[src/rtl/dmamask_pkg.sv]
package dmamask_pkg;
  localparam int CH_PER_CTRL = 4;
  localparam int N_CTRL      = 2;
  localparam int SEL_W       = $clog2(CH_PER_CTRL);
  localparam int DATA_W      = 8;
  localparam int ADDR_W      = 16;

  typedef logic [CH_PER_CTRL-1:0] chmask_t;

  // Single-bit update: data[SEL_W-1:0] picks the channel, data[SEL_W] is the value.
  function automatic chmask_t single_update(chmask_t cur, logic [DATA_W-1:0] d);
    chmask_t r;
    r = cur;
    r[d[SEL_W-1:0]] = d[SEL_W];
    return r;
  endfunction

  // Channels that self-mask this cycle.
  function automatic chmask_t tc_autoset(chmask_t tcv, chmask_t ai);
    return tcv & ~ai;
  endfunction

  // Request gating for one controller, with an extra block term.
  function automatic chmask_t gate_req(chmask_t raw, chmask_t m, logic blocked);
    return blocked ? '0 : (raw & ~m);
  endfunction

  // Read data formed from a mask, reserved bits zero.
  function automatic logic [DATA_W-1:0] status_byte(chmask_t m);
    logic [DATA_W-1:0] r;
    r = '0;
    r[CH_PER_CTRL-1:0] = m;
    return r;
  endfunction
endpackage

[src/rtl/dm_port_decode.sv]
module dm_port_decode
  import dmamask_pkg::*;
#(
  parameter logic [ADDR_W-1:0] GRP_PORT_LO = 16'h000F,
  parameter logic [ADDR_W-1:0] GRP_PORT_HI = 16'h00DE,
  parameter logic [ADDR_W-1:0] ONE_PORT_LO = 16'h000A,
  parameter logic [ADDR_W-1:0] ONE_PORT_HI = 16'h00D4
) (
  input  logic              io_wr,
  input  logic              io_rd,
  input  logic [ADDR_W-1:0] io_addr,
  output logic [N_CTRL-1:0] wr_grp,
  output logic [N_CTRL-1:0] wr_one,
  output logic [N_CTRL-1:0] rd_grp
);
  logic [N_CTRL-1:0] hit_grp, hit_one;

  always_comb begin
    hit_grp[0] = (io_addr == GRP_PORT_LO);
    hit_grp[1] = (io_addr == GRP_PORT_HI);
    hit_one[0] = (io_addr == ONE_PORT_LO);
    hit_one[1] = (io_addr == ONE_PORT_HI);
  end

  assign wr_grp = hit_grp & {N_CTRL{io_wr}};
  assign wr_one = hit_one & {N_CTRL{io_wr}};
  assign rd_grp = hit_grp & {N_CTRL{io_rd}};
endmodule

[src/rtl/dm_mask_bank.sv]
module dm_mask_bank
  import dmamask_pkg::*;
(
  input  logic              clk,
  input  logic              rst_n,
  input  logic              mclr,
  input  logic              wr_grp,
  input  logic              wr_one,
  input  logic [DATA_W-1:0] wdata,
  input  chmask_t           tc,
  input  chmask_t           autoinit,
  output chmask_t           mask
);
  chmask_t mask_q, sw_next, tc_set, mask_d;

  assign tc_set = tc_autoset(tc, autoinit);

  always_comb begin
    sw_next = mask_q;
    if (wr_grp)      sw_next = wdata[CH_PER_CTRL-1:0];
    else if (wr_one) sw_next = single_update(mask_q, wdata);
    // Terminal-count set wins over any software clear.
    mask_d = mclr ? '1 : (sw_next | tc_set);
  end

  always_ff @(posedge clk or negedge rst_n) begin
    if (!rst_n) mask_q <= '1;
    else        mask_q <= mask_d;
  end

  assign mask = mask_q;


  tc_sets_bit_chk: assert property (@(posedge clk) disable iff (!rst_n)
    (|tc_set) |=> ((mask_q & $past(tc_set)) == $past(tc_set)));


  mclr_all_chk: assert property (@(posedge clk) disable iff (!rst_n)
    mclr |=> (mask_q == '1));


  grp_load_chk: assert property (@(posedge clk) disable iff (!rst_n)
    (wr_grp && !mclr && tc_set == '0) |=> (mask_q == $past(wdata[CH_PER_CTRL-1:0])));


  one_other_bits_chk: assert property (@(posedge clk) disable iff (!rst_n)
    (wr_one && !mclr && tc_set == '0) |=>
      (((mask_q ^ $past(mask_q)) & ~(chmask_t'(1) << $past(wdata[SEL_W-1:0]))) == '0));


  one_value_chk: assert property (@(posedge clk) disable iff (!rst_n)
    (wr_one && !mclr && tc_set == '0) |=>
      (mask_q[$past(wdata[SEL_W-1:0])] == $past(wdata[SEL_W])));


  idle_hold_chk: assert property (@(posedge clk) disable iff (!rst_n)
    (!wr_grp && !wr_one && !mclr && tc_set == '0) |=> $stable(mask_q));
endmodule

[src/rtl/dm_req_gate.sv]
module dm_req_gate
  import dmamask_pkg::*;
#(
  parameter int CASC_CH = 0
) (
  input  logic                            clk,
  input  logic                            rst_n,
  input  logic [N_CTRL*CH_PER_CTRL-1:0]   raw,
  input  chmask_t                         mask_lo,
  input  chmask_t                         mask_hi,
  output logic [N_CTRL*CH_PER_CTRL-1:0]   gated
);
  logic    casc_blocked;
  chmask_t gated_lo, gated_hi;

  assign casc_blocked = mask_hi[CASC_CH];
  assign gated_lo = gate_req(raw[CH_PER_CTRL-1:0], mask_lo, casc_blocked);
  assign gated_hi = gate_req(raw[N_CTRL*CH_PER_CTRL-1:CH_PER_CTRL], mask_hi, 1'b0);
  assign gated = {gated_hi, gated_lo};


  casc_block_chk: assert property (@(posedge clk) disable iff (!rst_n)
    mask_hi[CASC_CH] |-> (gated[CH_PER_CTRL-1:0] == '0));


  masked_quiet_chk: assert property (@(posedge clk) disable iff (!rst_n)
    (gated & {mask_hi, mask_lo}) == '0);


  no_spurious_chk: assert property (@(posedge clk) disable iff (!rst_n)
    (gated & ~raw) == '0);
endmodule

[src/rtl/dma_req_mask_unit.sv]
module dma_req_mask_unit
  import dmamask_pkg::*;
#(
  parameter logic [ADDR_W-1:0] GRP_PORT_LO = 16'h000F,
  parameter logic [ADDR_W-1:0] GRP_PORT_HI = 16'h00DE,
  parameter logic [ADDR_W-1:0] ONE_PORT_LO = 16'h000A,
  parameter logic [ADDR_W-1:0] ONE_PORT_HI = 16'h00D4
) (
  input  logic                          clk,
  input  logic                          rst_n,
  input  logic                          io_wr,
  input  logic                          io_rd,
  input  logic [ADDR_W-1:0]             io_addr,
  input  logic [DATA_W-1:0]             io_wdata,
  output logic [DATA_W-1:0]             io_rdata,
  input  logic [N_CTRL-1:0]             mclr,
  input  logic [N_CTRL*CH_PER_CTRL-1:0] tc,
  input  logic [N_CTRL*CH_PER_CTRL-1:0] autoinit,
  input  logic [N_CTRL*CH_PER_CTRL-1:0] dreq_raw,
  output logic [N_CTRL*CH_PER_CTRL-1:0] dreq_gated
);
  logic [N_CTRL-1:0] wr_grp, wr_one, rd_grp;
  chmask_t           mask [N_CTRL];

  dm_port_decode #(
    .GRP_PORT_LO(GRP_PORT_LO), .GRP_PORT_HI(GRP_PORT_HI),
    .ONE_PORT_LO(ONE_PORT_LO), .ONE_PORT_HI(ONE_PORT_HI)
  ) u_dec (
    .io_wr(io_wr), .io_rd(io_rd), .io_addr(io_addr),
    .wr_grp(wr_grp), .wr_one(wr_one), .rd_grp(rd_grp)
  );

  for (genvar c = 0; c < N_CTRL; c++) begin : g_bank
    dm_mask_bank u_bank (
      .clk(clk), .rst_n(rst_n), .mclr(mclr[c]),
      .wr_grp(wr_grp[c]), .wr_one(wr_one[c]), .wdata(io_wdata),
      .tc(tc[c*CH_PER_CTRL +: CH_PER_CTRL]),
      .autoinit(autoinit[c*CH_PER_CTRL +: CH_PER_CTRL]),
      .mask(mask[c])
    );
  end

  always_comb begin
    io_rdata = '0;
    for (int c = 0; c < N_CTRL; c++)
      if (rd_grp[c]) io_rdata = status_byte(mask[c]);
  end

  dm_req_gate #(.CASC_CH(0)) u_gate (
    .clk(clk), .rst_n(rst_n), .raw(dreq_raw),
    .mask_lo(mask[0]), .mask_hi(mask[1]), .gated(dreq_gated)
  );


  rdata_reserved_chk: assert property (@(posedge clk) disable iff (!rst_n)
    io_rdata[DATA_W-1:CH_PER_CTRL] == '0);


  rdata_idle_chk: assert property (@(posedge clk) disable iff (!rst_n)
    (rd_grp == '0) |-> (io_rdata == '0));
endmodule

[config.mk]
export PLATFORM = sky130hd
export DESIGN_NAME = dma_req_mask_unit
export DESIGN_NICKNAME = d
export VERILOG_FILES = /design/src/rtl/dmamask_pkg.sv /design/src/rtl/dm_port_decode.sv /design/src/rtl/dm_mask_bank.sv /design/src/rtl/dm_req_gate.sv /design/src/rtl/dma_req_mask_unit.sv
export SDC_FILE = /design/constraint.sdc
export NUM_CORES = 1
export LEC_CHECK = 0
export BUFFER_PORTS_ARGS = -buffer_cell sky130_fd_sc_hd__buf_4
export CAP_MARGIN = 30
export CORE_MARGIN = 4
export CORE_UTILIZATION = 34
export DETAILED_ROUTE_END_ITERATION = 10
export MAX_ROUTING_LAYER = met4
export PLACE_DENSITY_LB_ADDON = 0.08
export SLEW_MARGIN = 15
export SYNTH_ARGS = -nofsm -noshare
export SYNTH_HDL_FRONTEND = slang
export SYNTH_HIERARCHICAL = 1
export SYNTH_SLANG_ARGS = --single-unit
[constraint.sdc]
create_clock -name clk -period 1.2 [get_ports clk]
set_input_delay 0.06 -clock clk [delete_from_list [all_inputs] [get_ports clk]]
set_output_delay 0.06 -clock clk [all_outputs]
set_load 0.02 [all_outputs]
# Word-level counts from Yosys, hierarchy flattened
# Index checks and enable logic that the tools add are counted.
op_classes:
  add_sub_neg: 0
  mul: 0
  div: 0
  order_cmp: 2
  eq_ne: 4
  shift: 0
  muxes: 13
  bitwise: 13
  n_reduce_logical: 1
op_table:
  columns: ["op", "n"]
  rows:
  - ["16-bit by 4-bit == test with 1-bit output (second input constant)", 2]
  - ["16-bit by 8-bit == test with 1-bit output (second input constant)", 2]
  - ["4-bit two-way mux", 8]
  - ["4-bit bitwise AND", 4]
  - ["4-bit inverter", 4]
  - ["4-bit bitwise mux", 2]
  - ["8-bit two-way mux", 1]
  - ["4-bit OR", 2]
  - ["2-bit bitwise AND", 3]
  - ["2-bit by 3-bit less-than comparator with 1-bit output (second input constant)", 1]
  - ["1-bit demux with 2-bit select", 1]
  - ["2-bit by 1-bit greater-or-equal comparator with 1-bit output (second input constant)", 1]
  - ["1-bit logical AND", 1]
  - ["1-bit two-way mux", 1]
word_totals:
  regBits: 8
  latchBits: 0
  ram_bits: 0
  mem_bits_ro: 0
  output_inout_bits: 16
  word_cells: 35
  mem_count: 0

# Depth between registers and ports, before layout
logic_depth:
  depth_word: 9
  ltp_mapped: 7
  depth_no_buf: 6

# Modules after synthesis
# Netlist, hierarchy kept.
by_module_without_submodules:
  columns: ["module", "n_inst", "cells_per_inst", "area_per_inst_um2"]
  rows:
  - ["dm_mask_bank", 2, 31, 280.3]
  - ["dm_port_decode", 1, 19, 123.9]
  - ["dma_req_mask_unit", 1, 14, 85.1]
  - ["dm_req_gate", 1, 8, 55.1]

# Worst setup path before layout
# No wires, ideal clock.
synth_timing:
  kind: "input to register"
  from: "input port io_addr[13]"
  to: "register g_bank[0].u_bank.mask_q[0]"
  setup_ns: 0.082
  t_arrival_ns: 1.473
  path_slack_ns: -0.355
  cell_stages: 6
  n_path_buf: 0
  path_cell_list: "nor4_2 nand2b_1 nor4_1 nor2b_1 o21bai_1 a211o_1"
synth_between:
  elab_chain_len: 6
  word_cells_on_any_way: 8
  cone_classes: "eq/ne (2); mux (3); bitwise (3)"
synth_rtl:
  columns: ["item", "line_no", "rtl"]
  rows:
  - ["start, declared", "dma_req_mask_unit.sv:13", "input logic [ADDR_W-1:0] io_addr,"]
  - ["16-bit by 4-bit == test with 1-bit output", "dm_port_decode.sv:21", "hit_one[0] = (io_addr == ONE_PORT_LO);"]
  - ["2-bit bitwise AND", "dm_port_decode.sv:26", "assign wr_one = hit_one & {N_CTRL{io_wr}};"]
  - ["net wr_one[0]", "dma_req_mask_unit.sv:22", "logic [N_CTRL-1:0] wr_grp, wr_one, rd_grp;"]
  - ["4-bit two-way mux", "dm_mask_bank.sv:21", "else if (wr_one) sw_next = single_update(mask_q, wdata);"]
  - ["4-bit two-way mux", "dm_mask_bank.sv:20", "if (wr_grp) sw_next = wdata[CH_PER_CTRL-1:0];"]
  - ["4-bit OR", "dm_mask_bank.sv:23", "mask_d = mclr ? '1 : (sw_next | tc_set);"]
  - ["4-bit two-way mux", "dm_mask_bank.sv:23", null]
  - ["net g_bank[0].u_bank.mask_d[0]", "dm_mask_bank.sv:14", "chmask_t mask_q, sw_next, tc_set, mask_d;"]
  - ["end signal, assigned", "dm_mask_bank.sv:28", "else mask_q <= mask_d;"]
  - ["end, declared", "dm_mask_bank.sv:14", null]
# The timed path passes the listed nets, and every way through them passes these cells.

# Worst setup path after layout
layout_timing:
  from: "input port io_addr[10]"
  to: "output port io_rdata[3]"
layout_between:
  word_cells_on_any_way: 5
  cone_classes: "eq/ne (2); mux (2); bitwise (1)"
layout_lines:
  columns: ["item", "line_no", "rtl"]
  rows:
  - ["16-bit by 8-bit == test with 1-bit output", "dm_port_decode.sv:20", "hit_grp[1] = (io_addr == GRP_PORT_HI);"]
  - ["2-bit bitwise AND", "dm_port_decode.sv:27", "assign rd_grp = hit_grp & {N_CTRL{io_rd}};"]
  - ["net rd_grp[1]", "dma_req_mask_unit.sv:22", null]
  - ["8-bit two-way mux", "dma_req_mask_unit.sv:46", "if (rd_grp[c]) io_rdata = status_byte(mask[c]);"]
  - ["end, declared", "dma_req_mask_unit.sv:15", "output logic [DATA_W-1:0] io_rdata,"]
# The timed path passes the listed nets, and every way through them passes these cells.

==> results.ini <==
[floorplanning]
die_h_um = 57.2
start_util_pct = 36.6
design.portCount = 70
core-area_um2 = 2250
die_width_um = 57.2
die-area_um2 = 3280
num_rows = 17

[timing]
fin_tns_setup_ps = -2600
setup_viol_count_final = 12
rsz0062_at_grt = true
fin_crit_ps = 1530
fin_ws_ps = -325
fin_skew_ps = 0
fmax_ghz = 0.656
slew_viol_final = 0
fin_crit_sh_pct = 127
final_hold_viol_count = 0

[power]
peakVddDrop_mv = 0.441
p_total_w = 0.000749
leakage_nw = 0.815
power.density_nw_per_um2 = 446

[grt]
met2_usage_pct = 36.2
grt_first_pass_wirelength_mm = 5.16
globalRouteOverflowTotal = 0
grt_start_max_net_pins = 15
grt_antenna_before_repair = 0
grt_use_met3_pct = 2.94
grt.busiest_layer = met2
use_met1_pct = 21.7
grtUsageTotal_pct = 19.9
grt_pass1_vias = 1239

[cts]
clk_latency_ps = 260
clk_pin_slew_ps = 60
cts_root_buffer = clkbuf_4
clock_path_buffers = 2
cts_sinks = 8
cts_buffers = 3
cts_tree = built
h-tree-depth = 1

[detailed_routing]
first_pass_iters = 4
drc = 0
routed-via-count = 1140
ant_nets = 0
drt_iter0_markers = 31
routedWlPerCell_um = 15.5
routed_wl_mm = 3.28
vias_per_cell = 5.38

[critical_path]
slowest_stage = nor4_4
start_kind = input port
endpoint_kind = output pin
cp_max_fo = 4
critPathRequiredTime_ps = 1140
crit_path_cell_trace = buf_6, nor4_4, nand3_2, nor4_4, buf_4, a22o_1, buf_6
cp_data_arrival_time_ps = 1470
critPathKind = in -> out
slowest_delay_ps = 350
crit_buf_inv = 3
crit_family = simple AND/OR/NAND/NOR gates

[layout]
fin_cells = 212
diodes = 0
fin_nets = 240
largest_register_ffs = 8
drive_above_1_share_pct = 63.0
areaGrowthSynthToFinish_pct = 103
fin_area_um2 = 1680

[synthesis]
synth_edf_count = 0
seq_area_frac_synth_pct = 25.5
synth.distinct_cells = 33
netlist_area_um2 = 825
yosysWarnings = 6
synth-main-ff-cell = dfstp_2
avgSynthCellArea_um2 = 8.01
synth_cells = 103
async_reset_ff_share_pct = 100
synth_seq_cells = 8

[run]
drv_cap = 0

[place]
gp_congestion = 0.872
dp_slack_ps = -415
post_dp_cell_area_um2 = 1450
dp_hpwl_mm = 2.26
port-buffer-count = 61
placed_cells = 203

[outcome]
status = complete, but fails checks
violations = negative setup slack

[hold_path]
hold_path_class = in -> reg

-- synthesized netlist by cell type (2+ instances only) --
master,number,area [µm²]
nor3_1,3,15.0
inv_1,8,30.0
a22o_1,2,17.5
buf_4,4,30.0
dfstp_2,8,210
nand2_1,7,26.3
nor2_1,4,15.0
o21ai_0,4,20.0
a21oi_1,8,40.0
nor4_1,3,18.8
and3_1,2,12.5
mux2i_1,2,20.0
buf_6,2,22.5
nor3b_1,4,30.0
nor4b_1,2,17.5
nand3_1,4,20.0
o21bai_1,2,15.0
o311ai_1,2,17.5
and3b_1,2,17.5
a41o_1,2,20.0
nor2b_1,10,62.6
a221o_1,2,20.0
a211o_1,2,17.5
o21ai_1,2,10.0
nand3b_1,2,15.0
nor4_2,3,37.5
-- cell usage in the layout, fill, tap and decap left out, types with 3 or more instances in the layout --
master	synthesis	routed
nand2_1	7	5
dfstp_2	8	8
nor4_4	0	5
buf_6	2	14
clkbuf_4	0	3
nor2_1	4	3
nor2b_1	10	8
inv_1	8	8
conb_1	1	4
buf_4	4	66
o21ai_1	2	3
a21oi_1	8	7
nor3b_1	4	4
-- stage by stage --
step | utilization (%) | hold slack, ps
3_3_place_gp | 64.3 | 88.0
2_1_floorplan | - | -87.8
5_1_grt | 74.4 | 36.3
6_report | 74.4 | 17.9
3_5_place_dp | 64.3 | 91.9
4_1_cts | 71.6 | 32.5
-- cells by family (layout without fill, tap and decap cells) --
kind of cell	after synthesis	after routing	synth area share (%)
AOI/OAI and AO/OA	26	26	21.5
muxes	2	2	2.43
DFF	8	8	25.5
buffers and inverters	14	92	10.0
and+or+nand+nor	52	52	40.1
other	1	4	0.455
-- cell type report --
type | count | area, µm²
inverters | 8 | 30.0
multi-input cells | 84 | 716
clock buffers | 3 | 22.5
well taps | 28 | 35.0
repair buffers | 81 | 663
fillers | 174 | 578
flip-flops and latches | 8 | 210
-- worst paths after layout --
| check | start | end | slack (ps) | cells after the start |
|---|---|---|---|---|
| worst max-delay path | io_addr[10] | io_rdata[3] | -330 | 7 |
| worst min-delay path | tc[3] | g_bank[0].u_bank/mask[3] | 20 | 3 |
| worst max register to register | g_bank[1].u_bank/mask[2] | g_bank[1].u_bank/mask[2] | 250 | 2 |
| worst min register to register | g_bank[0].u_bank/mask[2] | g_bank[0].u_bank/mask[2] | 530 | 2 |
| max in group asynchronous | rst_n | g_bank[1].u_bank/mask[1] | 830 | 2 |
| min in group asynchronous | rst_n | g_bank[0].u_bank/mask[0] | 350 | 2 |
-- where the power goes --
part           leakage [nW]   switching, W  internal (W)
clock                0.0138       0.000107      0.000115
sequential           0.0842  0.00000000251      0.000271
combinational         0.717       0.000107      0.000148
-- routing by layer --
metal	vias to the layer above	share of wire [%]
met5	-	0
met4	0	1.3
met3	6	7.9
met2	50	52
met1	547	38
li1	537	-
-- tightest hold or removal path, cell delays in order --
cell and delay (ps):
buf_4 80, a21oi_1 50, o21ai_1 60
-- what timing repair did --
item,in CTS,in global routing
hold buffers,1,0
setup endpoints to repair,12,12
gates resized for setup,25,11
pin swaps,16,4
buffers inserted,4,2
hold endpoints to repair,8,0
(Power assumes the default switching activity.)
